<file path="src/rtl/hn_pkg.sv">
`timescale 1ns/1ps
package hn_pkg;
  localparam int unsigned BYTE_W = 8;
  localparam int unsigned ADDR_W = BYTE_W - 1;

  typedef enum logic [2:0] {
    ST_IDLE,
    ST_ADDR,
    ST_DEV,
    ST_DATA,
    ST_DONE
  } hn_state_e;
endpackage

</file>
<file path="src/rtl/hn_frame_fsm.sv">
`timescale 1ns/1ps
module hn_frame_fsm
  import hn_pkg::*;
#(
  parameter logic [ADDR_W-1:0] HOST_ADDR = 7'h08,
  parameter int unsigned       NB        = 2
) (
  input  logic              clk,
  input  logic              rst_n,
  input  logic              bus_start,
  input  logic              bus_stop,
  input  logic              byte_valid,
  input  logic [BYTE_W-1:0] byte_data,
  input  logic              pending,
  output logic              ack_vld,
  output logic              ack,
  output logic              dev_we,
  output logic [NB-1:0]     lane_we,
  output logic              commit
);
  localparam int unsigned IDX_W = (NB > 1) ? $clog2(NB) : 1;

  hn_state_e        st_q, st_d;
  logic [IDX_W-1:0] idx_q, idx_d;
  logic             dec_ack;
  logic             addr_hit;

  assign addr_hit = (byte_data[BYTE_W-1:1] == HOST_ADDR) && !byte_data[0] && !pending;

  // next-state and per-byte decision
  always_comb begin
    st_d    = st_q;
    idx_d   = idx_q;
    dec_ack = 1'b0;
    dev_we  = 1'b0;
    lane_we = '0;
    commit  = 1'b0;
    if (bus_start) begin
      st_d  = ST_ADDR;
      idx_d = '0;
    end else if (bus_stop) begin
      st_d = ST_IDLE;
    end else if (byte_valid) begin
      unique case (st_q)
        ST_ADDR: begin
          if (addr_hit) begin
            dec_ack = 1'b1;
            st_d    = ST_DEV;
          end else begin
            st_d = ST_IDLE;
          end
        end
        ST_DEV: begin
          dec_ack = 1'b1;
          dev_we  = 1'b1;
          idx_d   = '0;
          st_d    = ST_DATA;
        end
        ST_DATA: begin
          dec_ack = 1'b1;
          lane_we = NB'(1) << idx_q;
          if (idx_q == IDX_W'(NB - 1)) begin
            commit = 1'b1;
            st_d   = ST_DONE;
          end else begin
            idx_d = idx_q + 1'b1;
          end
        end
        default: dec_ack = 1'b0;
      endcase
    end
  end

  always_ff @(posedge clk or negedge rst_n) begin
    if (!rst_n) begin
      st_q    <= ST_IDLE;
      idx_q   <= '0;
      ack_vld <= 1'b0;
      ack     <= 1'b0;
    end else begin
      st_q    <= st_d;
      idx_q   <= idx_d;
      ack_vld <= byte_valid;
      ack     <= dec_ack;
    end
  end
endmodule

</file>
<file path="src/rtl/hn_capture.sv">
`timescale 1ns/1ps
module hn_capture
  import hn_pkg::*;
#(
  parameter int unsigned NB = 2
) (
  input  logic                 clk,
  input  logic                 rst_n,
  input  logic [BYTE_W-1:0]    byte_data,
  input  logic                 dev_we,
  input  logic [NB-1:0]        lane_we,
  input  logic                 commit,
  output logic [ADDR_W-1:0]    notify_addr,
  output logic [NB*BYTE_W-1:0] notify_status
);
  logic [ADDR_W-1:0]    dev_stage;
  logic [NB*BYTE_W-1:0] word_stage;
  logic [NB*BYTE_W-1:0] word_next;

  // per-lane staging, lane 0 is the low byte
  for (genvar g = 0; g < NB; g++) begin : g_lane
    assign word_next[g*BYTE_W +: BYTE_W] =
      lane_we[g] ? byte_data : word_stage[g*BYTE_W +: BYTE_W];

    always_ff @(posedge clk or negedge rst_n) begin
      if (!rst_n) begin
        word_stage[g*BYTE_W +: BYTE_W] <= '0;
      end else if (lane_we[g]) begin
        word_stage[g*BYTE_W +: BYTE_W] <= byte_data;
      end
    end
  end

  always_ff @(posedge clk or negedge rst_n) begin
    if (!rst_n) begin
      dev_stage <= '0;
    end else if (dev_we) begin
      dev_stage <= byte_data[BYTE_W-1:1];
    end
  end

  always_ff @(posedge clk or negedge rst_n) begin
    if (!rst_n) begin
      notify_addr   <= '0;
      notify_status <= '0;
    end else if (commit) begin
      notify_addr   <= dev_stage;
      notify_status <= word_next;
    end
  end
endmodule

</file>
<file path="src/rtl/hn_irq.sv">
`timescale 1ns/1ps
module hn_irq (
  input  logic clk,
  input  logic rst_n,
  input  logic set,
  input  logic clr,
  output logic irq
);
  logic irq_en;
  logic irq_d;

  assign irq_en = set | clr;
  assign irq_d  = set;   // a set in the same cycle as a clear wins

  always_ff @(posedge clk or negedge rst_n) begin
    if (!rst_n) begin
      irq <= 1'b0;
    end else if (irq_en) begin
      irq <= irq_d;
    end
  end
endmodule

</file>
<file path="src/rtl/hn_notify_rx.sv">
`timescale 1ns/1ps
module hn_notify_rx
  import hn_pkg::*;
#(
  parameter logic [6:0]  HOST_ADDR = 7'h08,
  parameter int unsigned WORD_W    = 16
) (
  input  logic              clk,
  input  logic              rst_n,
  input  logic              bus_start,
  input  logic              bus_stop,
  input  logic              byte_valid,
  input  logic [7:0]        byte_data,
  input  logic              irq_clr,
  output logic              ack_vld,
  output logic              ack,
  output logic              irq,
  output logic [6:0]        notify_addr,
  output logic [WORD_W-1:0] notify_status
);
  localparam int unsigned NB = WORD_W / BYTE_W;

  logic          dev_we_w;
  logic [NB-1:0] lane_we_w;
  logic          commit_w;

  hn_frame_fsm #(
    .HOST_ADDR (HOST_ADDR),
    .NB        (NB)
  ) u_fsm (
    .clk        (clk),
    .rst_n      (rst_n),
    .bus_start  (bus_start),
    .bus_stop   (bus_stop),
    .byte_valid (byte_valid),
    .byte_data  (byte_data),
    .pending    (irq),
    .ack_vld    (ack_vld),
    .ack        (ack),
    .dev_we     (dev_we_w),
    .lane_we    (lane_we_w),
    .commit     (commit_w)
  );

  hn_capture #(
    .NB (NB)
  ) u_cap (
    .clk           (clk),
    .rst_n         (rst_n),
    .byte_data     (byte_data),
    .dev_we        (dev_we_w),
    .lane_we       (lane_we_w),
    .commit        (commit_w),
    .notify_addr   (notify_addr),
    .notify_status (notify_status)
  );

  hn_irq u_irq (
    .clk   (clk),
    .rst_n (rst_n),
    .set   (commit_w),
    .clr   (irq_clr),
    .irq   (irq)
  );
endmodule

</file>
<file path="config.mk">
export PLATFORM = sky130hd
export DESIGN_NAME = hn_notify_rx
export DESIGN_NICKNAME = d
export VERILOG_FILES = /design/src/rtl/hn_pkg.sv /design/src/rtl/hn_frame_fsm.sv /design/src/rtl/hn_capture.sv /design/src/rtl/hn_irq.sv /design/src/rtl/hn_notify_rx.sv
export SDC_FILE = /design/constraint.sdc
export NUM_CORES = 1
export LEC_CHECK = 0
export BUFFER_PORTS_ARGS = -buffer_cell sky130_fd_sc_hd__buf_2
export CAP_MARGIN = 30
export CORE_UTILIZATION = 50
export DETAILED_ROUTE_END_ITERATION = 10
export GPL_ROUTABILITY_DRIVEN = 0
export GPL_TIMING_DRIVEN = 0
export PLACE_DENSITY = 0.74
export SYNTH_ARGS = -nofsm -noshare
export SYNTH_HDL_FRONTEND = slang
export SYNTH_SLANG_ARGS = --single-unit
</file>
<file path="constraint.sdc">
create_clock -name clk -period 2.5 [get_ports clk]
set_input_delay 0.125 -clock clk [delete_from_list [all_inputs] [get_ports clk]]
set_output_delay 0.125 -clock clk [all_outputs]
set_load 0.1 [all_outputs]
</file>
==> results of run 1 <==
cell families (layout without fill, tap and decap cells):
group	count (synthesis)	count (layout)	share of synthesized area
AOI/OAI and AO/OA	5	5	0.0180
buffers and inverters	6	55	0.0260
DFF	45	45	0.599
muxes	40	40	0.280
and+or+nand+nor	18	18	0.0766
worst reg2reg max path, cell delays in order (launching register included):
cell	delay (ps)
dfrtp_1	430
and3b_1	230
buf_4	140
nand4b_2	320
mux2_2	390
sequential cells by signal, summed over array words and instances, names as in the netlist:
register,flops
u_cap.notify_status,16
u_fsm.ack_vld,1
u_fsm.ack,1
u_cap.notify_addr,7
u_cap.dev_stage,7
u_fsm.st_q,3
u_fsm.idx_q,1
u_cap.word_stage,8
u_irq.irq,1
metal layers:
layer,vias up,track usage
li1,503,-
met1,557,0.246
met2,21,0.290
met3,5,0.0435
met4,0,0.0597
met5,-,0
cells in the final DEF (no fill, tap or decap), drive strengths merged, types with 2 or more instances in the layout:
cell type / n
mux2: 38
buf: 44
dfrtp: 45
nand4b: 2
nor2: 2
nor4: 2
nand2: 2
clkinv: 2
clkbuf: 6
o21ai: 2
and3b: 2
mux2i: 2
nand4: 2
per-stage QoR:
stage	worst slack (ps)	utilization	cell area [um2]	hold WS (ps)	std cells
floorplan	1030	-	1880	-171	114
global placement	930	0.615	2130	304	199
detailed placement	889	0.615	2130	311	199
CTS	879	0.640	2220	9.32	207
global route	783	0.648	2250	9.00	209
finish	883	0.648	2250	19.0	209
Yosys cell counts (2+ instances only):
master / n
mux2i_1: 2
buf_6: 3
nand2_1: 2
mux2_4: 21
o21ai_0: 2
dfrtp_1: 45
nor4_1: 2
and3b_1: 2
mux2_2: 17
where the power goes:
| group | leakage, uW | switching [uW] | internal (uW) |
|---|---|---|---|
| clock | 0.0000439 | 235 | 193 |
| sequential | 0.000624 | 0.638 | 729 |
| combinational | 0.000624 | 38.3 | 17.6 |
| total | 0.00129 | 274 | 940 |
area by class of cell:
class / instances / area [um2]
Clock inverter: 3 / 17.5
Multi-Input combinational cell: 63 / 704
Sequential cell: 45 / 1130
Inverter: 1 / 3.75
Buffer: 5 / 45.0
Clock buffer: 5 / 68.8
Timing Repair Buffer: 41 / 225
Tap cell: 46 / 57.6
Fill cell: 264 / 1220
worst max path at each step:
stage	end	cells after the start
after floorplan	u_cap.notify_addr[0]	5
after global placement	u_cap.word_stage[0]	4
after detailed placement	u_cap.word_stage[5]	4
after CTS	u_cap.word_stage[5]	4
after global routing	u_cap.word_stage[6]	4
final	u_cap.word_stage[0]	4
==> impl_metrics.csv, run 1 <==
group,metric,value,unit
timing,tns,0,ps
critical_path,rrSetupSlack,880,ps
floorplanning,die_y,63.3,um
worst_hold_path,whs_path_depth,1,
logic_synthesis,synth_edf_count,0,
clocking,cts.sinks,45,
critical_path,crit_start,"u_fsm.st_q[2]",
place,hpwlAfterDp,2300,um
critical_path,regToRegStartpoint,"u_fsm.st_q[2]",
critical_path,worstReg2RegEnd,"u_cap.word_stage[0]",
timing,clock_skew,10.9,ps
timing,drv_slew,0,
status,status,"finished, final reports clean",
routing,drt-pass1-iter-count,4,
routing,drt_iter0_drc,61,
power,irDropWorstVdd,292,uV
worst_hold_path,hold_class,"in2reg",
critical_path,cp.required,2670,ps
critical_path,critical_path.cell_chain,"and3b_1, buf_4, nand4b_2, mux2_2",
routing,wl_met1,1560,um
clocking,cts_tree,"done",
clocking,cts.repair.resized,0,
routing,met3_length,99,um
grt,grt_overflow,0,
logic_synthesis,yosysTopAreaCell,"dfrtp_1",
floorplanning,die_w,63.3,um
routing,wl,3290,um
routing,drt-wirelength-per-cell,15.7,um
critical_path,r2r_cells,4,
power,powerDensity,540,nW/um2
critical_path,crit_type,"reg2reg",
critical_path,cp-start-kind,"register",
cells_and_area,area_growth,19.6,%
timing,grt_setup_unrepaired,"false",
worst_hold_path,hold_end,"u_fsm.ack_vld",
logic_synthesis,syn-num-nets,128,
power,p_leak,0.00129,uW
flow_run,cap_viol_max_count,0,
clocking,cts_inserted_buffers,5,
grt,grt_usage,0.182,
timing,worstMarginPinSlew,492,ps
timing,period_needed,1620,ps
cells_and_area,drive_above_1_share,0.577,
clocking,cts.reportedPaths.clkPinSlew,80,ps
critical_path,cp.arrival,1790,ps
place,io_buffers,39,
timing,setup_viol,0,
clocking,root_buffer,"clkbuf_8",
routing,vias_per_cell,5.20,
timing,timing.final.crit_share,0.647,
routing,ant_nets,0,
logic_synthesis,async_flop_share,1.00,
logic_synthesis,netlist_area,1880,um2
routing,vias,1086,
critical_path,slowest_delay,430,ps
floorplanning,row_count,21,
timing,hold_violations,0,
routing,top_layer,"met4",
grt,grt_max_degree,46,
clocking,clk_latency,290,ps
clocking,cts_buffer_depth,2,
logic_synthesis,yosysUniqueCellTypes,27,
clocking,cts_setup_buffers,0,
grt,grt_pass1_vias,1126,
logic_synthesis,synth_top_area_share,0.599,
logic_synthesis,ys_seq_area_frac,0.599,
worst_hold_path,hold_path_startpoint,"byte_valid",
critical_path,crit_buf_inv,1,
grt,antenna_found_initial,0,
floorplanning,core_area,3470,um2
critical_path,cpLargestDelayFamily,"simple AND/OR/NAND/NOR gates",
grt,grt_pass1_wl,5530,um
critical_path,critPathMaxFanout,8,
cells_and_area,diodes,0,
logic_synthesis,synth_flop_cell,"dfrtp_1",
routing,drc,0,
clocking,cts_hold_buf,0,
floorplanning,start_util,0.542,
critical_path,cp_slowest_cell,"dfrtp_1",
clocking,h-tree-depth,2,
logic_synthesis,syn_area_per_cell,16.5,um2
timing,max_freq,618,MHz
logic_synthesis,synthCells,114,
floorplanning,dieArea,4010,um2
power,power,1210,uW
logic_synthesis,synth.area.top_cells,"dfrtp_1 60%, mux2_4 17%, mux2_2 10%",
timing,max_slew_margin,0.674,
logic_synthesis,yosys_warnings,0,
critical_path,crit_path_end_kind,"register",
cells_and_area,nets,176,
floorplanning,ios,40,
logic_synthesis,ys_ff_latch,45,
routing,route.met2.wl,1590,um
(Power assumes the default switching activity.)
==> inputs of run 2 (changes only) <==
- ABC_AREA: default -> 1
- CORE_UTILIZATION: 50 -> 47
- PLACE_DENSITY: 0.74 -> 0.73
- clock period: 2.5 -> 1.4 ns (I/O delays scaled with it)
==> impl_metrics.csv, run 2 <==
group,metric,value,unit
clocking,root_buffer,"clkbuf_8",
power,switchingPower,513,uW
power,switching_share,0.214,
cells_and_area,final-instance-count-excl-fill,321,
timing,worstMarginPinSlew,492,ps
critical_path,crit_start,"u_fsm.st_q[1]",
logic_synthesis,netlist_area,1900,um2
cells_and_area,diodes,0,
floorplanning,die_y,65.5,um
timing,timing.final.crit_share,0.974,
cells_and_area,drive_above_1_share,0.264,
grt,grt_pass1_wl,6600,um
clocking,cts.sinks,45,
timing,max_freq,733,MHz
cells_and_area,nets,286,
clocking,clk_latency,300,ps
critical_path,cp.required,1600,ps
routing,route.met2.wl,1850,um
routing,drt-wirelength-per-cell,11.8,um
logic_synthesis,syn_area_per_cell,8.91,um2
grt,grt_pass1_vias,1532,
place,io_buffers,39,
routing,drc,0,
timing,max_slew_margin,0.674,
critical_path,cp-start-kind,"register",
critical_path,worstReg2RegEnd,"u_cap.notify_addr[2]",
critical_path,rrSetupSlack,40,ps
floorplanning,row_count,22,
logic_synthesis,async_flop_share,1.00,
logic_synthesis,synth_edf_count,0,
power,power_frac_clock,0.404,
grt,grt_overflow,0,
status,status,"finished, final reports clean",
grt,grt_usage,0.207,
grt,grt_max_degree,33,
floorplanning,core_area,3770,um2
floorplanning,dieArea,4290,um2
place,hpwlAfterDp,2590,um
critical_path,r2r_cells,8,
cells_and_area,top_regs,"u_cap.notify_status (16), u_cap.word_stage (8)",
logic_synthesis,synth_top_area_share,0.594,
logic_synthesis,yosysUniqueCellTypes,20,
logic_synthesis,synth_flop_cell,"dfrtp_1",
routing,wl_met1,1730,um
critical_path,cp.arrival,1560,ps
clocking,cts_inserted_buffers,5,
critical_path,critPathMaxFanout,10,
clocking,cts_buffer_depth,2,
power,irDropWorstVdd,743,uV
timing,hold_violations,0,
floorplanning,ios,40,
floorplanning,die_w,65.5,um
power,seq_power_share,0.545,
routing,drt_iter0_drc,112,
routing,vias_per_cell,4.69,
cells_and_area,layout_commonest_cell,"nand2_1",
clocking,cts.reportedPaths.clkPinSlew,80,ps
critical_path,crit_path_end_kind,"register",
power,p_int,1880,uW
cells_and_area,utilization,0.640,
timing,drv_slew,0,
logic_synthesis,synthTopCellsByCount,"93 x nand2_1, 45 x dfrtp_1, 19 x inv_1",
flow_run,cap_viol_max_count,0,
cells_and_area,layout_common_cells,"91 x nand2_1, 43 x dfrtp_1, 39 x buf_2",
routing,drt-pass1-iter-count,4,
critical_path,regToRegStartpoint,"u_fsm.st_q[1]",
timing,period_needed,1360,ps
logic_synthesis,synth.area.top_cells,"dfrtp_1 59%, nand2_1 18%, inv_1 3.8%",
place,placedCellCount,301,
routing,ant_nets,0,
logic_synthesis,yosysTopAreaCell,"dfrtp_1",
routing,vias,1504,
worst_hold_path,hold_class,"in2reg",
routing,top_layer,"met4",
logic_synthesis,yosysMostFrequentCell,"nand2_1",
worst_hold_path,hold_path_startpoint,"byte_data[1]",
cells_and_area,area_growth,27.2,%
critical_path,cp-endpoint,"u_cap.notify_addr[2]",
grt,antenna_found_initial,0,
timing,grt_setup_unrepaired,"true",
logic_synthesis,syn-num-nets,227,
routing,met3_length,107,um
power,powerDensity,993,nW/um2
cells_and_area,top_register,"u_cap.notify_status",
power,p_leak,0.00140,uW
logic_synthesis,ys_seq_area_frac,0.594,
timing,setup_viol,0,
clocking,cts_tree,"done",
timing,clock_skew,7.13,ps
logic_synthesis,synthCells,213,
routing,wl,3780,um
logic_synthesis,yosys_warnings,0,
cells_and_area,largest_reg_flops,16,
clocking,h-tree-depth,2,
critical_path,crit_type,"reg2reg",
power,combinationalPowerShare,0.051,
logic_synthesis,ys_ff_latch,45,
floorplanning,start_util,0.503,
run 2: cell types whose count changed after synthesis, moves of 3 or more:
cell     previous run  this run
inv_1               1        19
nor2_1              1         7
and2_1              0         4
mux2_2             17         0
nand4_1             1         4
mux2_4             21         0
nand3_1             1        10
nand2_1             2        93
o21ai_0             2        14
run 2: cell type report:
cell class / count / area (um2)
Multi-Input combinational cell: 141 / 638
Inverter: 20 / 83.8
Buffer: 6 / 60.1
Sequential cell: 45 / 1130
Clock inverter: 2 / 38.8
Clock buffer: 6 / 72.6
Timing Repair Buffer: 53 / 330
Fill cell: 322 / 1360
Tap cell: 48 / 60.1
run 2: worst min path at each step:
stage,to,slack (ps),depth (start not counted)
detailed placement,u_cap.notify_status[14],-10,1
finish,u_cap.notify_status[9],3,3
CTS,u_cap.notify_status[9],1,3
global route,u_cap.notify_status[9],10,3
global placement,u_fsm.ack_vld,220,1
floorplan,u_cap.dev_stage[0],-230,0
run 2: what timing repair did:
action                     in CTS  in global routing
pin swaps                       0                  2
hold endpoints to repair       51                  0
gates cloned                    0                  0
buffers inserted                0                  6
gates resized for setup         1                 11
setup endpoints to repair       3                 36
hold buffers                    7                  0
run 2: cells by family after synthesis:
family | after synthesis | share of synthesized area
AND/OR/NAND/NOR | 124 | 0.285
flip-flops | 45 | 0.594
buffers and inverters | 27 | 0.0739
AO/OA/AOI/OAI | 17 | 0.0475
run 2: metrics by stage:
| stage | setup slack, ps | total power, uW | cell area, um2 | hold slack (ps) | TNS, ps |
|---|---|---|---|---|---|
| floorplan | 35.1 | 1370 | 1900 | -226 | 0 |
| global placement | 31.8 | 1430 | 2150 | 221 | 0 |
| global route | -46.4 | 2490 | 2410 | 12.0 | -519 |
| finish | 36.6 | 2400 | 2410 | 3.32 | 0 |
| CTS | 4.06 | 2420 | 2360 | 1.06 | 0 |
| detailed placement | -12.7 | 1440 | 2170 | -10.6 | -12.9 |
run 2: worst max-delay path: stages, from the launching register on:
cell and delay [ps]:
dfrtp_1 400, nand2_2 90, nor2_4 210, nand2_4 100
nor2_8 160, inv_6 60, buf_6 140, nand2_1 60
nand2_1 40
run 2: layer usage:
layer | vias to the layer above | global-route usage
met5 | - | 0
met4 | 0 | 0.0978
met3 | 9 | 0.0417
met2 | 29 | 0.344
met1 | 689 | 0.257
li1 | 777 | -
run 2: power groups by stage:
stage	logic (uW)	clock network [uW]	registers (uW)
6_report	123	968	1300
2_1_floorplan	25.4	0	1340
4_1_cts	120	991	1310
3_3_place_gp	96.4	0	1330
3_5_place_dp	104	0	1330
5_1_grt	138	1050	1310
==> inputs of run 3 (changes only) <==
- PLACE_DENSITY: 0.73 -> 0.75
==> impl_metrics.csv, run 3 (same netlist as run 2, synthesis figures left out) <==
group,metric,value,unit
routing,drt_iter0_drc,92,
cells_and_area,drive_above_1_share,0.268,
floorplanning,die_y,65.5,um
timing,max_slew_margin,0.678,
cells_and_area,nets,289,
cells_and_area,largest_reg_flops,16,
grt,grt_pass1_vias,1449,
clocking,root_buffer,"clkbuf_8",
cells_and_area,area_growth,29.0,%
critical_path,cp.arrival,1550,ps
clocking,cts_buffer_depth,2,
clocking,cts.sinks,45,
cells_and_area,layout_common_cells,"91 x nand2_1, 43 x dfrtp_1, 40 x buf_2",
critical_path,cp_common_cell,"nand2_1",
worst_hold_path,whs_path_depth,3,
critical_path,cpLargestDelayFamily,"simple AND/OR/NAND/NOR gates",
timing,tns,0,ps
place,placedCellCount,300,
routing,ant_nets,0,
worst_hold_path,hold_end,"u_cap.notify_status[8]",
place,pre_cts_ws,-16.2,ps
worst_hold_path,hold_path_startpoint,"byte_data[0]",
critical_path,critPathMaxFanout,7,
grt,grt_usage,0.204,
routing,wl,3940,um
clocking,cts_tree,"done",
power,seq_power_share,0.570,
cells_and_area,final-instance-count-excl-fill,324,
cells_and_area,fillers,324,
power,switchingPower,495,uW
routing,vias,1551,
grt,antenna_found_initial,0,
cells_and_area,top_regs,"u_cap.notify_status (16), u_cap.word_stage (8)",
grt,grt_max_degree,46,
status,status,"finished, final reports clean",
floorplanning,core_area,3770,um2
critical_path,crit_buf_inv,2,
critical_path,critical_path.cell_chain,"nand2_2, nor2_4, nand2_4, nor2_8, inv_6, clkbuf_16, nand2_1, nand2_1",
power,powerDensity,936,nW/um2
clocking,cts.reportedPaths.clkPinSlew,80,ps
power,p_leak,0.00143,uW
place,io_buffers,39,
critical_path,worstReg2RegEnd,"u_cap.notify_status[15]",
routing,drt-pass1-iter-count,4,
power,p_int,1790,uW
routing,vias_per_cell,4.79,
grt,grt_overflow,0,
timing,timing.final.crit_share,0.973,
critical_path,r2r_cells,8,
clocking,h-tree-depth,2,
power,switching_share,0.216,
cells_and_area,layout_commonest_cell,"nand2_1",
cells_and_area,design_area,2450,um2
floorplanning,row_count,22,
floorplanning,ios,40,
timing,setup_viol,0,
critical_path,slowest_delay,390,ps
place,dpl-instance-area,2150,um2
critical_path,cp_num_cells,8,
routing,drc,0,
critical_path,rrSetupSlack,40,ps
floorplanning,die_w,65.5,um
timing,clock_skew,6.83,ps
critical_path,crit_type,"reg2reg",
grt,grt_pass1_wl,6350,um
place,hpwlAfterDp,2590,um
critical_path,cp.required,1590,ps
timing,fin_ws,38.1,ps
timing,worstMarginPinSlew,483,ps
timing,holdWs,7.50,ps
critical_path,regToRegStartpoint,"u_fsm.st_q[1]",
power,combinationalPowerShare,0.054,
power,power_frac_clock,0.376,
flow_run,cap_viol_max_count,0,
floorplanning,dieArea,4290,um2
critical_path,cp-start-kind,"register",
cells_and_area,diodes,0,
routing,drt-wirelength-per-cell,12.2,um
power,irDropWorstVdd,401,uV
critical_path,crit_path_end_kind,"register",
floorplanning,start_util,0.503,
worst_hold_path,hold_class,"in2reg",
timing,drv_slew,0,
timing,period_needed,1360,ps
clocking,clk_latency,300,ps
timing,hold_violations,0,
critical_path,cp_slowest_cell,"dfrtp_1",
timing,max_freq,734,MHz
cells_and_area,top_register,"u_cap.notify_status",
clocking,cts_inserted_buffers,5,
## run 3: worst max path at each step
stage,startpoint,endpoint
finish,u_fsm.st_q[1],u_cap.notify_status[15]
global route,u_fsm.st_q[1],u_cap.notify_status[15]
CTS,u_fsm.st_q[2],u_cap.dev_stage[5]
detailed placement,u_fsm.st_q[1],u_cap.notify_addr[0]
global placement,u_fsm.st_q[1],u_cap.notify_addr[0]
floorplan,u_irq.irq,u_fsm.st_q[1]
## run 3: final cells by class
type / instances / area [um2] / share of cell area
sequential: 45 / 1130 / 0.461
timing repair buffer: 56 / 378 / 0.154
inverter: 20 / 80.1 / 0.0327
tap: 48 / 60.1 / 0.0245
clock buffer: 7 / 96.3 / 0.0394
multi-input combinational: 141 / 638 / 0.261
clock inverter: 1 / 5.00 / 0.00204
buffer: 6 / 61.3 / 0.0251
## run 3: power by group through the flow
stage | combinational [uW] | sequential [uW] | clock, uW
final | 124 | 1300 | 861
after global routing | 138 | 1310 | 942
after CTS | 112 | 1310 | 885
after detailed placement | 96.4 | 1330 | 0
after global placement | 96.0 | 1330 | 0
after floorplan | 25.4 | 1340 | 0
## run 3: repair_timing
action                                  in CTS  in global routing
resized for setup                            1                  8
pin swaps                                    1                  3
hold buffers                                 7                  0
cloned                                       0                  1
endpoints found under the setup margin       9                 29
buffers inserted                             2                  6
endpoints found under the hold margin       51                  0
## run 3: routing by layer
layer  track usage  vias up  routed length, um
li1              -      782                  -
met1         0.260      729               1800
met2         0.326       34               1940
met3        0.0573        6                137
met4        0.0815        0                 59
met5             0        -                  0
## run 3: through the flow
stage | total power [uW] | utilization
finish | 2290 | 0.649
global route | 2390 | 0.649
CTS | 2300 | 0.621
detailed placement | 1430 | 0.571
global placement | 1430 | 0.571
floorplan | 1370 | -
## run 3: worst min-delay path: cells and delay by family
family / cells / cell delay (ps)
simple gates: 2 / 100
buf+inv: 1 / 110
